===== src/rtl/irqc_pkg.sv =====
package irqc_pkg;
  localparam int unsigned NBANK    = 3;
  localparam int unsigned WI_PEND0 = 0;
  localparam int unsigned WI_PEND1 = 1;
  localparam int unsigned WI_PEND2 = 2;
  localparam int unsigned WI_FAST  = 3;
  localparam int unsigned WI_CLR_OFFSET = 3;

  // word index of the enable-set register that controls bank b
  function automatic int unsigned set_word(int unsigned b);
    return (b == 0) ? 6 : 3 + b;
  endfunction

  // word index of the enable-clear register that controls bank b
  function automatic int unsigned clr_word(int unsigned b);
    return set_word(b) + WI_CLR_OFFSET;
  endfunction
endpackage


===== src/rtl/irqc_rst_sync.sv =====
module irqc_rst_sync #(
  parameter int unsigned STAGES = 2
) (
  input  logic clk,
  input  logic rst_n,
  output logic rst_sync_n
);
  logic [STAGES-1:0] chain_q;
  logic [STAGES-1:0] chain_d;

  always_comb begin
    chain_d = {chain_q[STAGES-2:0], 1'b1};
  end

  always_ff @(posedge clk or negedge rst_n) begin
    if (!rst_n) chain_q <= '0;
    else        chain_q <= chain_d;
  end

  assign rst_sync_n = chain_q[STAGES-1];
endmodule


===== src/rtl/irqc_bank.sv =====
module irqc_bank #(
  parameter int unsigned    W      = 32,
  parameter logic [W-1:0]   IGNORE = '0
) (
  input  logic         clk,
  input  logic         rst_n,
  input  logic         set_we,
  input  logic         clr_we,
  input  logic [W-1:0] wdata,
  input  logic [W-1:0] src,
  output logic [W-1:0] en_q,
  output logic [W-1:0] pend,
  output logic         any
);
  logic [W-1:0] en_d;
  logic         en_upd;

  always_comb begin
    en_upd = set_we | clr_we;
    en_d   = en_q;
    if (set_we)      en_d = en_q | wdata;
    else if (clr_we) en_d = en_q & ~wdata;
  end

  always_ff @(posedge clk or negedge rst_n) begin
    if (!rst_n)      en_q <= '0;
    else if (en_upd) en_q <= en_d;
  end

  assign pend = src & en_q & ~IGNORE;
  assign any  = |pend;
endmodule


===== src/rtl/irqc_regif.sv =====
module irqc_regif
  import irqc_pkg::*;
#(
  parameter int unsigned W  = 32,
  parameter int unsigned AW = 8,
  parameter int unsigned S1 = 8,
  parameter int unsigned S2 = 9
) (
  input  logic                  clk,
  input  logic                  rst_n,
  input  logic                  sel,
  input  logic                  wr,
  input  logic [AW-1:0]         addr,
  input  logic [NBANK-1:0][W-1:0] en,
  input  logic [NBANK-1:0][W-1:0] pend,
  input  logic [NBANK-1:0]      any,
  output logic [NBANK-1:0]      set_we,
  output logic [NBANK-1:0]      clr_we,
  output logic [W-1:0]          rdata
);
  localparam int unsigned IW = AW - 2;

  logic [IW-1:0] idx;
  logic          rd_en;
  logic [W-1:0]  rd_d;
  logic [W-1:0]  rd_q;

  assign idx   = addr[AW-1:2];
  assign rd_en = sel & ~wr;

  for (genvar b = 0; b < NBANK; b++) begin : g_dec
    assign set_we[b] = sel & wr & (idx == IW'(set_word(b)));
    assign clr_we[b] = sel & wr & (idx == IW'(clr_word(b)));
  end

  always_comb begin
    rd_d = '0;
    if (idx == IW'(WI_PEND0)) begin
      rd_d     = pend[0];
      rd_d[S1] = any[1];
      rd_d[S2] = any[2];
    end else if (idx == IW'(WI_PEND1)) begin
      rd_d = pend[1];
    end else if (idx == IW'(WI_PEND2)) begin
      rd_d = pend[2];
    end else begin
      for (int b = 0; b < NBANK; b++) begin
        if (idx == IW'(set_word(b)) || idx == IW'(clr_word(b))) rd_d = en[b];
      end
    end
  end

  always_ff @(posedge clk or negedge rst_n) begin
    if (!rst_n)     rd_q <= '0;
    else if (rd_en) rd_q <= rd_d;
  end

  assign rdata = rd_q;
endmodule


===== src/rtl/irq_bank_ctrl.sv =====
module irq_bank_ctrl
  import irqc_pkg::*;
#(
  parameter int unsigned DATA_W   = 32,
  parameter int unsigned ADDR_W   = 8,
  parameter int unsigned SUM1_POS = 8,
  parameter int unsigned SUM2_POS = 9,
  parameter int unsigned RST_STAGES = 2
) (
  input  logic                    clk,
  input  logic                    rst_n,
  input  logic                    bus_sel,
  input  logic                    bus_wr,
  input  logic [ADDR_W-1:0]       bus_addr,
  input  logic [DATA_W-1:0]       bus_wdata,
  output logic [DATA_W-1:0]       bus_rdata,
  input  logic [NBANK*DATA_W-1:0] src_i,
  output logic                    irq_o
);
  localparam logic [DATA_W-1:0] SUM_MASK =
    (DATA_W'(1) << SUM1_POS) | (DATA_W'(1) << SUM2_POS);

  logic                        rst_core_n;
  logic [NBANK-1:0][DATA_W-1:0] en_all;
  logic [NBANK-1:0][DATA_W-1:0] pend_all;
  logic [NBANK-1:0]            any_all;
  logic [NBANK-1:0]            set_we;
  logic [NBANK-1:0]            clr_we;
  logic                        irq_d;
  logic                        irq_q;

  irqc_rst_sync #(.STAGES(RST_STAGES)) u_rst (
    .clk        (clk),
    .rst_n      (rst_n),
    .rst_sync_n (rst_core_n)
  );

  for (genvar b = 0; b < NBANK; b++) begin : g_bank
    localparam logic [DATA_W-1:0] IGN = (b == 0) ? SUM_MASK : '0;
    irqc_bank #(.W(DATA_W), .IGNORE(IGN)) u_bank (
      .clk    (clk),
      .rst_n  (rst_core_n),
      .set_we (set_we[b]),
      .clr_we (clr_we[b]),
      .wdata  (bus_wdata),
      .src    (src_i[b*DATA_W +: DATA_W]),
      .en_q   (en_all[b]),
      .pend   (pend_all[b]),
      .any    (any_all[b])
    );
  end

  irqc_regif #(.W(DATA_W), .AW(ADDR_W), .S1(SUM1_POS), .S2(SUM2_POS)) u_regif (
    .clk    (clk),
    .rst_n  (rst_core_n),
    .sel    (bus_sel),
    .wr     (bus_wr),
    .addr   (bus_addr),
    .en     (en_all),
    .pend   (pend_all),
    .any    (any_all),
    .set_we (set_we),
    .clr_we (clr_we),
    .rdata  (bus_rdata)
  );

  always_comb begin
    irq_d = |any_all;
  end

  always_ff @(posedge clk or negedge rst_core_n) begin
    if (!rst_core_n) irq_q <= 1'b0;
    else             irq_q <= irq_d;
  end

  assign irq_o = irq_q;
endmodule


===== config.mk =====
export PLATFORM = sky130hd
export DESIGN_NAME = irq_bank_ctrl
export DESIGN_NICKNAME = d
export VERILOG_FILES = /design/src/rtl/irqc_pkg.sv /design/src/rtl/irqc_rst_sync.sv /design/src/rtl/irqc_bank.sv /design/src/rtl/irqc_regif.sv /design/src/rtl/irq_bank_ctrl.sv
export SDC_FILE = /design/constraint.sdc
export NUM_CORES = 1
export LEC_CHECK = 0
export BUFFER_PORTS_ARGS = -buffer_cell sky130_fd_sc_hd__buf_2
export CAP_MARGIN = 20
export CORE_ASPECT_RATIO = 0.7
export CORE_MARGIN = 5
export CORE_UTILIZATION = 39
export DETAILED_ROUTE_END_ITERATION = 6
export GPL_TIMING_DRIVEN = 0
export REMOVE_ABC_BUFFERS = 1
export SLEW_MARGIN = 20
export SYNTH_ARGS = -nofsm -noshare
export SYNTH_HDL_FRONTEND = slang
export SYNTH_HIERARCHICAL = 1
export SYNTH_SLANG_ARGS = --single-unit

===== constraint.sdc =====
create_clock -name clk -period 5.99 [get_ports clk]
set_input_delay 0.599 -clock clk [delete_from_list [all_inputs] [get_ports clk]]
set_output_delay 0.599 -clock clk [all_outputs]
set_load 0.01 [all_outputs]

[Word level (Yosys, flattened, before mapping)]
Cells that the tools add are included.
Widths: inputs -> output; s select.
Word-level totals
  bits in registers: 131
  output and inout port bits: 33
Operators by class
  muxes and demuxes: 12
  reduce and logical (&&, ||, !) cells: 13
  bitwise logic cells: 22
  equality and inequality tests: 8
Operators by type and width (number)
  $mux 32: 12
  $and 32x32->32: 6
  $or 32x32->32: 3
  $reduce_or 94->1: 1
  $reduce_or 32->1: 2
  $not 32->32: 1
  $eq 6x3->1 const B: 4
  $eq 6x4->1 const B: 2
  $and 1x1->1: 8
  $eq 6x1->1 const B: 1
  $eq 6x2->1 const B: 1
  $logic_not 6->1: 1
  $reduce_and 2->1: 3
  $reduce_bool 2->1: 3
  $logic_or 1x1->1: 3
  $or 1x1->1: 3
  $not 1->1: 1

[Depth between registers and ports, before layout]
Gate-level depths: netlist of run 1.
  depth in word-level cells: 8
  gate-level depth with buffers: 8
  gate-level depth less buffers: 7

[Modules after synthesis]
The synthesis of run 1 kept the hierarchy.
Modules (own cells, without submodules)
  irqc_regif: area each 3577.2 µm², cells each 469, instances 1
  irqc_bank at g_bank[1].u_bank ...: area each 1521.5 µm², cells each 147, instances 2
  irqc_bank at g_bank[0].u_bank: area each 1526.5 µm², cells each 148, instances 1
  irqc_rst_sync: area each 53.8 µm², cells each 3, instances 1
  irq_bank_ctrl: area each 31.3 µm², cells each 2, instances 1

[Worst setup path before layout of run 1]
Ideal clock, no wire load.
  kind: input to register
  start: input port src_i[58]
  end: register u_regif.rd_q[8], in the netlist u_regif/rdata[8]
  path slack: 3.239 ns
  library setup time: 0.132 ns
  arrival: 2.619 ns
  stages on the path: 7
  data required time: 5.858 ns
  path through: and2_4 -> or4_1 -> or4_1 -> or4_1 -> or3_1 -> o21ai_0 -> a21oi_1
Between the ends
  longest elaborated chain between the ends: 3
RTL lines
  start, declared: RTL line irq_bank_ctrl.sv:17  | input logic [NBANK*DATA_W-1:0] src_i,
  $and 32x32->32: RTL line irqc_bank.sv:30  | assign pend = src & en_q & ~IGNORE;
  $reduce_or 32->1: RTL line irqc_bank.sv:31  | assign any = |pend;
  net any_all[1]: RTL line irq_bank_ctrl.sv:26  | logic [NBANK-1:0] any_all;
  $mux 32: RTL line irqc_regif.sv:38  | if (idx == IW'(WI_PEND0)) begin
  end signal, assigned: RTL line irqc_regif.sv:55  | else if (rd_en) rd_q <= rd_d;
  end, declared: RTL line irqc_regif.sv:26  | logic [W-1:0] rd_q;
The timed path passes the listed nets, and every way through them passes these cells.
A chain may end at the register's enable or synchronous reset.

==> flow_metrics.py, run 1 <==
metrics = {
    "sta": {
        "worst_slew_pin_slew_ns": 1.11,
        "finalHoldWorstSlack_ns": 0.350,
        "finalSetupTns_ns": 0,
        "setup_viol": 0,
        "part_of_the_cycle_the_worst_path_needs_pct": 52.1,
        "finalHoldViolations": 0,
        "setup_slack_of_the_critical_path_after_layout_ns": 2.87,
        "fin_worst_skew_ns": 0.00841,
        "grt_setup_unrepaired": "no",
        "final_period_minus_worst_setup_slack_ns": 3.12,
        "timing.final.max_slew_violations": 0,
        "max_freq_mhz": 320,
        "worst_slew_margin_rel_pct": 26.0,
    },
    "worst_hold_path": {
        "whs_path_depth": 0,
        "hold_path_end": "u_rst/chain_q[1]",
        "hold_start": "u_rst/chain_q[0]",
        "timing.hold.worst.class": "flop to flop",
    },
    "place": {
        "detailed_place_hpwl_um": 21000,
        "port_buffers": 168,
        "placed_cells_incl_taps": 1307,
        "gpl.final_weighted_congestion": 0.824,
        "worst_slack_at_placement_ns": 2.48,
        "detailed_place.area_um2": 9560,
    },
    "clock_tree": {
        "tritoncts": "yes",
        "worst_skew_pair.late_latency_ns": 0.43,
        "cts_sinks": 131,
        "clockBufferDepth": 2,
        "clock_edge_transition_at_the_registers_on_the_reported_setup_and_hold_paths_ns": 0.06,
        "post_cts_resized": 0,
        "cts.hold.buffers_added": 1,
        "cts_post_setup_buffers_inserted": 0,
        "clock_tree.root_cell": "sky130_fd_sc_hd__clkbuf_16",
        "cts.htree.levels": 4,
        "tritoncts.num_buffers": 17,
    },
    "critical_path": {
        "timing.critical_path.buf_inv": 3,
        "critPathMaxStageDelay_ns": 1.03,
        "timing.critical_path.cells": "buf_2 -> or4b_2 -> buf_16 -> or2_1 -> nor3_2 -> buf_4 -> a22o_1",
        "reg2reg_path_depth": 7,
        "crit_path_start_kind": "input port",
        "rrSetupSlack_ns": 3.04,
        "critPathMaxFanout": 18,
        "required_time_of_the_critical_path_ns": 6.36,
        "crit_type": "input port to flop",
        "critical_path_slowest_stage_cell": "sky130_fd_sc_hd__or4b_2",
        "cp.arrival_ns": 3.49,
        "setup.worst_path.end_class": "flop",
        "worstReg2RegEnd": "u_regif/rdata[9]",
        "cp_top_family": "simple AND/OR/NAND/NOR gates",
    },
    "drt": {
        "vias": 8264,
        "detail_route.wl_per_cell_um": 23.5,
        "number_of_vias_per_cell_after_detailed_routing": 6.17,
        "drt-total-wl_um": 31600,
        "drc_errors": 0,
        "route.antenna.remaining_nets": 0,
        "firstDrtPassIters": 5,
        "drt-initial-drc-count": 1113,
    },
    "die": {
        "initial_utilization_pct": 39.7,
        "core_area_um2": 20700,
        "row_count": 44,
        "floorplan.io_pins": 173,
        "die_area_um2": 24100,
        "die_h_um": 131,
        "die-width_um": 183,
    },
    "global_routing": {
        "antenna_violations_before_repair": 2,
        "first_global_vias": 8055,
        "global_route.overflow_total": 0,
        "groute.usage.overall_pct": 25.8,
        "grt_first_pass_wirelength_um": 48500,
        "grt_max_degree": 65,
    },
    "cells_and_area": {
        "layout.cells.non_filler": 1340,
        "antennaDiodeCount": 0,
        "final_core_util_pct": 48.9,
        "final_net_count": 1191,
        "final_layout_size_suffix_gt1_share_pct": 27.1,
        "design_area_um2": 10100,
        "flow.area_growth_from_synthesis_pct": 23.4,
    },
    "synthesis": {
        "syn-cell-area_um2": 8210,
        "syn_area_per_cell_um2": 9.00,
        "ys_warn_count": 6,
        "post_synthesis_instance_total": 913,
    },
    "pwr": {
        "leakage_nw": 4.38,
        "totalPowerFinal_mw": 2.38,
        "power_per_cell_area_nw_per_um2": 235,
        "vdd.ir_drop.worst_mv": 0.222,
    },
    "run": {
        "cap_viol_max_count": 0,
    },
    "outcome": {
        "result_of_the_run": "finished clean",
    },
}
==> where the power goes <==
| part | internal [mW] | total [mW] | switching (mW) |
|---|---|---|---|
| clock network | 0.607 | 1.04 | 0.430 |
| logic | 0.163 | 0.347 | 0.184 |
| registers | 0.942 | 1.00 | 0.0589 |
| total | 1.71 | 2.38 | 0.673 |
==> cell usage in the layout (no fill, tap or decap), types with 3 or more instances in the layout <==
cell	instances
sky130_fd_sc_hd__a21oi_1	33
sky130_fd_sc_hd__a221oi_1	32
sky130_fd_sc_hd__a22o_1	96
sky130_fd_sc_hd__a22oi_1	31
sky130_fd_sc_hd__and2_1	88
sky130_fd_sc_hd__and2_4	6
sky130_fd_sc_hd__buf_16	8
sky130_fd_sc_hd__buf_2	167
sky130_fd_sc_hd__buf_4	8
sky130_fd_sc_hd__buf_6	4
sky130_fd_sc_hd__clkbuf_16	17
sky130_fd_sc_hd__clkinv_2	7
sky130_fd_sc_hd__clkinvlp_4	5
sky130_fd_sc_hd__dfrtp_1	130
sky130_fd_sc_hd__inv_1	33
sky130_fd_sc_hd__mux2_2	31
sky130_fd_sc_hd__nand2_1	100
sky130_fd_sc_hd__nand3_1	32
sky130_fd_sc_hd__nor2_1	32
sky130_fd_sc_hd__nor2_4	3
sky130_fd_sc_hd__nor2b_4	3
sky130_fd_sc_hd__o211ai_1	31
sky130_fd_sc_hd__o21ai_0	32
sky130_fd_sc_hd__o221ai_1	31
sky130_fd_sc_hd__or2_1	6
sky130_fd_sc_hd__or2_2	8
sky130_fd_sc_hd__or3_1	33
sky130_fd_sc_hd__or4_1	26
==> metal layers <==
metal / share of wire (%) / vias up / routed length, um / track usage (%)
li1: - / 3699 / - / -
met1: 46 / 4031 / 14500 / 39.8
met2: 41 / 484 / 13100 / 36.4
met3: 11 / 46 / 3510 / 6.22
met4: 1.4 / 4 / 449 / 5.91
met5: 0.067 / - / 21 / 0
==> worst max path at each step <==
stage                 from   end  slack, ns  cells past startpoint
2_1_floorplan  bus_addr[7]  flop       2.05                      4
3_3_place_gp   bus_addr[2]  flop      -1.19                      6
3_5_place_dp   bus_addr[7]  flop       2.48                      7
4_1_cts        bus_addr[7]  flop       2.92                      7
5_1_grt        bus_addr[7]  flop       2.85                      7
6_report       bus_addr[7]  flop       2.87                      7
==> final cells by class <==
type                            instances  area, um2
Multi-Input combinational cell        676       4570
Timing Repair Buffer                  192       1240
Clock buffer                           17        425
Tap cell                              276        345
Sequential cell                       131       3280
Clock inverter                         15        141
Inverter                               33        124
Fill cell                            1986      10600
No activity file was read; power rests on OpenSTA's default activity.
==> run 2: changes to the inputs <==
--- a/config.mk
+++ b/config.mk
@@ -5,6 +5,7 @@
 export SDC_FILE = /design/constraint.sdc
 export NUM_CORES = 1
 export LEC_CHECK = 0
+export ABC_AREA = 1
 export BUFFER_PORTS_ARGS = -buffer_cell sky130_fd_sc_hd__buf_2
 export CAP_MARGIN = 20
 export CORE_ASPECT_RATIO = 0.7
==> constraint.sdc (replaced) <==
create_clock -name clk -period 3.08 [get_ports clk]
set_input_delay 0.308 -clock clk [delete_from_list [all_inputs] [get_ports clk]]
set_output_delay 0.308 -clock clk [all_outputs]
set_load 0.01 [all_outputs]
==> run 2 against run 1 <==
Global-route usage shrank 2.5 points. Register-to-register slack lost 1.5 ns. Synthesized cell count grew 21%. Critical path depth shrank 1. Sequential power grew 94%. Synthesized area shrank 4.7%. Non-clock buffer count shrank 8. Clock power grew 97%.
==> flow_metrics.py, run 2 <==
metrics = {
    "outcome": {
        "result_of_the_run": "finished clean",
    },
    "pwr": {
        "vdd.ir_drop.worst_mv": 0.342,
        "leakage_nw": 5.79,
        "power_per_cell_area_nw_per_um2": 469,
        "totalPowerFinal_mw": 4.58,
    },
    "critical_path": {
        "critical_path_slowest_stage_cell": "sky130_fd_sc_hd__nor2_4",
        "timing.critical_path.cells": "buf_2 -> nor2_4 -> nand3_2 -> nor2_4 -> buf_16 -> a22o_1",
        "crit_path_start": "bus_addr[7]",
        "setup.worst_path.end_class": "flop",
        "crit_path_start_kind": "input port",
        "cp_top_family": "simple AND/OR/NAND/NOR gates",
        "cp.arrival_ns": 2.73,
        "required_time_of_the_critical_path_ns": 3.44,
        "rrSetupSlack_ns": 1.57,
        "critPathMaxFanout": 33,
        "crit_type": "input port to flop",
        "path_common_cell": "sky130_fd_sc_hd__nor2_4",
        "timing.critical_path.buf_inv": 2,
        "reg2reg_path_depth": 10,
        "worstReg2RegEnd": "u_regif/rdata[8]",
        "critPathMaxStageDelay_ns": 0.86,
    },
    "global_routing": {
        "antenna_violations_before_repair": 0,
        "grt_max_degree": 52,
        "groute.usage.overall_pct": 23.4,
        "first_global_vias": 7485,
        "grt_first_pass_wirelength_um": 41200,
        "global_route.overflow_total": 0,
    },
    "die": {
        "die-width_um": 179,
        "row_count": 43,
        "die_area_um2": 23000,
        "die_h_um": 129,
        "core_area_um2": 19700,
        "floorplan.io_pins": 173,
        "initial_utilization_pct": 39.6,
    },
    "cells_and_area": {
        "design_area_um2": 9770,
        "final_net_count": 1402,
        "layout.cells.non_filler": 1545,
        "flow.area_growth_from_synthesis_pct": 24.9,
        "antennaDiodeCount": 0,
        "final_layout_size_suffix_gt1_share_pct": 18.3,
        "mostFrequentLayoutCell": "sky130_fd_sc_hd__nand2_1",
        "commonest_cells_after_routing_fill_and_taps_aside": "482 x sky130_fd_sc_hd__nand2_1, 168 x sky130_fd_sc_hd__buf_2, 132 x sky130_fd_sc_hd__inv_1, 130 x sky130_fd_sc_hd__dfrtp_1, 96 x sky130_fd_sc_hd__a22o_1",
    },
    "worst_hold_path": {
        "timing.hold.worst.class": "input port to flop",
        "hold_start": "bus_wdata[0]",
        "whs_path_depth": 2,
    },
    "drt": {
        "detail_route.wl_per_cell_um": 17.2,
        "vias": 7745,
        "firstDrtPassIters": 7,
        "number_of_vias_per_cell_after_detailed_routing": 5.01,
        "drt-total-wl_um": 26500,
        "route.antenna.remaining_nets": 0,
        "drc_errors": 0,
        "drt-initial-drc-count": 715,
    },
    "clock_tree": {
        "tritoncts": "yes",
        "cts_sinks": 131,
        "clock_tree.root_cell": "sky130_fd_sc_hd__clkbuf_16",
        "tritoncts.num_buffers": 17,
        "clock_edge_transition_at_the_registers_on_the_reported_setup_and_hold_paths_ns": 0.06,
        "clockBufferDepth": 2,
        "worst_skew_pair.late_latency_ns": 0.42,
        "cts_post_setup_buffers_inserted": 0,
        "post_cts_resized": 0,
        "cts.htree.levels": 4,
    },
    "place": {
        "gpl.final_weighted_congestion": 0.810,
        "placed_cells_incl_taps": 1512,
        "detailed_place.area_um2": 9170,
        "detailed_place_hpwl_um": 17800,
        "port_buffers": 168,
    },
    "synthesis": {
        "ys_warn_count": 6,
        "syn-cell-area_um2": 7820,
        "syn_area_per_cell_um2": 7.07,
        "post_synthesis_instance_total": 1107,
    },
    "sta": {
        "worst_slew_pin_slew_ns": 1.03,
        "worst_slew_margin_rel_pct": 31.6,
        "final_period_minus_worst_setup_slack_ns": 2.37,
        "grt_setup_unrepaired": "no",
        "max_freq_mhz": 422,
        "part_of_the_cycle_the_worst_path_needs_pct": 77.0,
        "fin_worst_skew_ns": 0.0135,
        "setup_viol": 0,
        "finalHoldViolations": 0,
        "finalSetupTns_ns": 0,
        "timing.final.max_slew_violations": 0,
    },
    "run": {
        "cap_viol_max_count": 0,
    },
}
## run 2: repair_timing
item	in CTS	in global routing
endpoints found under the setup margin	0	0
hold endpoints to repair	2	0
hold buffers	1	0
## run 2: layer usage
metal	share of wire, %	routed length [um]	track usage, %	vias up
li1	-	-	-	3821
met4	1.4	370	6.31	0
met2	43	11400	35.5	305
met3	8.1	2140	4.93	33
met5	0	0	0	-
met1	47	12600	34.0	3586
## run 2: worst register-to-register path, delay by kind of cell (launching register included)
| kind | cells | cell delay (ns) |
|---|---|---|
| buffers and inverters | 1 | 0.05 |
| AND/OR/NAND/NOR | 8 | 0.88 |
| flip-flops | 1 | 0.41 |
| AO/OA/AOI/OAI | 1 | 0.06 |
## run 2: cell type report
cell class	count	area, um2
clock buffers	23	488
multi-input cells	794	3810
well taps	270	338
clock inverters	9	103
repair buffers	184	1250
inverters	134	503
flip-flops and latches	131	3280
fillers	2001	9970
## run 2: worst max-delay path by stage
stage / depth (start not counted) / end
6_report: 6 / flop
3_3_place_gp: 0 / async pin
5_1_grt: 6 / flop
2_1_floorplan: 0 / async pin
4_1_cts: 6 / flop
3_5_place_dp: 6 / flop
## run 2: per-stage QoR
| step | setup WS (ns) | hold WS (ns) | util (%) |
|---|---|---|---|
| 5_1_grt | 0.676 | 0.188 | 49.5 |
| 3_3_place_gp | -2.76 | 0.0938 | 44.1 |
| 4_1_cts | 0.766 | 0.170 | 49.5 |
| 2_1_floorplan | -0.840 | 0.0124 | - |
| 6_report | 0.708 | 0.183 | 49.5 |
| 3_5_place_dp | 0.367 | 0.0961 | 46.5 |
## run 2: power by group
part	internal [mW]	switching (mW)	total [mW]
Combinational	0.252	0.336	0.587
Sequential	1.84	0.0992	1.94
Clock	1.27	0.781	2.05
==> run 3: changes to the inputs <==
--- a/config.mk
+++ b/config.mk
@@ -5,7 +5,7 @@
 export SDC_FILE = /design/constraint.sdc
 export NUM_CORES = 1
 export LEC_CHECK = 0
-export ABC_AREA = 1
+export ABC_AREA = 0
 export BUFFER_PORTS_ARGS = -buffer_cell sky130_fd_sc_hd__buf_2
 export CAP_MARGIN = 20
 export CORE_ASPECT_RATIO = 0.7
==> constraint.sdc (replaced) <==
create_clock -name clk -period 2.4 [get_ports clk]
set_input_delay 0.24 -clock clk [delete_from_list [all_inputs] [get_ports clk]]
set_output_delay 0.24 -clock clk [all_outputs]
set_load 0.01 [all_outputs]
==> run 3 against run 2 <==
Design area rose by 7.0%. The flow now finishes with violations (setup timing). Global-route usage is 2.6 points higher. Critical path type is now flop to flop. Register-to-register slack got worse by 1.8 ns. Worst setup slack worse by 0.97 ns. Sequential power grew 28%. Non-clock buffer count is 36 higher. Wire length up 20%. Cell count down 11%. First-iteration DRC count rose by 44%. Clock power up 26%. Total power is 33% higher. Sequential share of layout area shrank 2.2 points.
==> flow_metrics.py, run 3 (synthesis results as in run 1) <==
metrics = {
    "global_routing": {
        "grt_first_pass_wirelength_um": 48800,
        "global_route.overflow_total": 0,
        "groute.usage.overall_pct": 26.0,
        "grt_max_degree": 65,
        "first_global_vias": 8159,
        "antenna_violations_before_repair": 2,
    },
    "critical_path": {
        "timing.critical_path.buf_inv": 0,
        "crit_type": "flop to flop",
        "reg2reg_path_depth": 7,
        "timing.critical_path.cells": "and2_4 -> or4_4 -> or4_4 -> or4_4 -> or3_1 -> o21ai_1 -> a21oi_1",
        "required_time_of_the_critical_path_ns": 2.70,
        "cp.arrival_ns": 2.97,
        "rrSetupSlack_ns": -0.26,
        "crit_path_start_kind": "flop",
        "path_common_cell": "sky130_fd_sc_hd__or4_4",
        "critPathMaxStageDelay_ns": 0.54,
        "critical_path_slowest_stage_cell": "sky130_fd_sc_hd__or4_4",
        "setup.worst_path.end_class": "flop",
        "worstReg2RegEnd": "u_regif/rdata[8]",
        "cp_top_family": "simple AND/OR/NAND/NOR gates",
        "critPathMaxFanout": 2,
    },
    "place": {
        "detailed_place_hpwl_um": 21000,
        "port_buffers": 168,
        "gpl.final_weighted_congestion": 0.824,
    },
    "die": {
        "die_area_um2": 24100,
        "core_area_um2": 20700,
        "row_count": 44,
        "die_h_um": 131,
        "initial_utilization_pct": 39.7,
        "die-width_um": 183,
        "floorplan.io_pins": 173,
    },
    "sta": {
        "worst_slew_margin_rel_pct": 36.8,
        "grt_setup_unrepaired": "yes",
        "part_of_the_cycle_the_worst_path_needs_pct": 111,
        "worst_slew_pin_slew_ns": 0.945,
        "max_freq_mhz": 376,
        "finalHoldWorstSlack_ns": 0.101,
        "setup_viol": 3,
        "timing.final.max_slew_violations": 0,
        "fin_worst_skew_ns": 0.00501,
        "final_period_minus_worst_setup_slack_ns": 2.66,
        "finalHoldViolations": 0,
        "setup_slack_of_the_critical_path_after_layout_ns": -0.262,
    },
    "cells_and_area": {
        "num-fill-cells": 1952,
        "final-seq-area_um2": 3280,
        "final_net_count": 1219,
        "antennaDiodeCount": 0,
        "flow.area_growth_from_synthesis_pct": 27.3,
        "commonest_cells_after_routing_fill_and_taps_aside": "166 x sky130_fd_sc_hd__buf_2, 130 x sky130_fd_sc_hd__dfrtp_1, 100 x sky130_fd_sc_hd__nand2_1, 96 x sky130_fd_sc_hd__a22o_1, 82 x sky130_fd_sc_hd__and2_1",
        "mostFrequentLayoutCell": "sky130_fd_sc_hd__buf_2",
        "multiInputGateArea_um2": 4680,
        "final_layout_size_suffix_gt1_share_pct": 31.5,
    },
    "drt": {
        "route.antenna.remaining_nets": 0,
        "drc_errors": 0,
        "drt-total-wl_um": 31800,
        "drt-initial-drc-count": 1031,
        "detail_route.wl_per_cell_um": 23.2,
        "vias": 8391,
        "firstDrtPassIters": 7,
        "number_of_vias_per_cell_after_detailed_routing": 6.13,
    },
    "clock_tree": {
        "cts_sinks": 131,
        "worst_skew_pair.late_latency_ns": 0.43,
        "cts.htree.levels": 4,
        "clock_tree.root_cell": "sky130_fd_sc_hd__clkbuf_16",
        "clock_edge_transition_at_the_registers_on_the_reported_setup_and_hold_paths_ns": 0.06,
        "tritoncts": "yes",
        "tritoncts.num_buffers": 17,
        "clockBufferDepth": 2,
    },
    "pwr": {
        "power_per_cell_area_nw_per_um2": 582,
        "totalPowerFinal_mw": 6.09,
        "leakage_nw": 4.54,
        "vdd.ir_drop.worst_mv": 0.544,
    },
    "worst_hold_path": {
        "timing.hold.worst.class": "input port to flop",
        "whs_path_depth": 2,
        "hold_start": "bus_wdata[30]",
    },
    "outcome": {
        "failed_checks": "setup timing",
        "result_of_the_run": "finished with violations",
    },
    "run": {
        "cap_viol_max_count": 0,
    },
}
[run 3: power by group]
part / internal, mW / leakage [nW] / switching (mW)
sequential: 2.35 / 1.78 / 0.140
clock: 1.51 / 0.270 / 1.08
combinational: 0.517 / 2.49 / 0.488
total: 4.38 / 4.54 / 1.70
[run 3: timing repair]
item / in CTS / in global routing
hold buffers: 1 / 0
hold endpoints to repair: 2 / 0
pin swaps: 3 / 10
gates resized for setup: 19 / 14
setup buffers: 10 / 18
setup endpoints to repair: 99 / 39
[run 3: worst reg2reg max path, delay by kind of cell (launching register included)]
family,cells,cell delay [ns]
DFF,1,0.39
AOI/OAI and AO/OA,2,0.13
and+or+nand+nor,5,2.02
[run 3: worst max path at each step]
stage / startpoint / end / slack [ns] / cells past startpoint
after floorplan: u_rst/chain_q[1] / async pin / -1.52 / 0
after global placement: bus_addr[2] / flop / -4.42 / 6
after detailed placement: bus_addr[7] / flop / -0.75 / 7
after CTS: flop / u_regif/rdata[9] / -0.31 / 7
after global routing: flop / u_regif/rdata[8] / -0.33 / 7
final: flop / u_regif/rdata[8] / -0.26 / 7
[run 3: layout make-up]
cell class              instances  share of cell area [%]
clock buffers                  17                    4.07
inverters                      33                    1.18
flip-flops and latches        131                    31.4
well taps                     276                    3.30
repair buffers                220                    13.9
multi-input cells             676                    44.8
clock inverters                15                    1.35
[run 3: per-layer routing]
metal	global-route usage, %	vias to the layer above	routed length, um	share of wire [%]
met2	36.7	537	13300	42
met4	5.71	4	414	1.3
met3	6.74	50	3660	12
met5	0	-	24	0.076
met1	39.7	4046	14400	45
li1	-	3754	-	-
[run 3: metrics by stage]
step | TNS, ns | setup WS [ns] | cell area, um2 | instances | util, %
detailed placement | -70.37 | -0.746 | 9560 | 1307 | 46.2
global route | -0.803 | -0.331 | 10500 | 1368 | 50.5
finish | -0.635 | -0.262 | 10500 | 1368 | 50.5
global placement | -978.48 | -4.42 | 9070 | 1284 | 43.8
floorplan | -300.13 | -1.52 | 7890 | 840 | -
CTS | -0.736 | -0.310 | 10300 | 1350 | 49.6
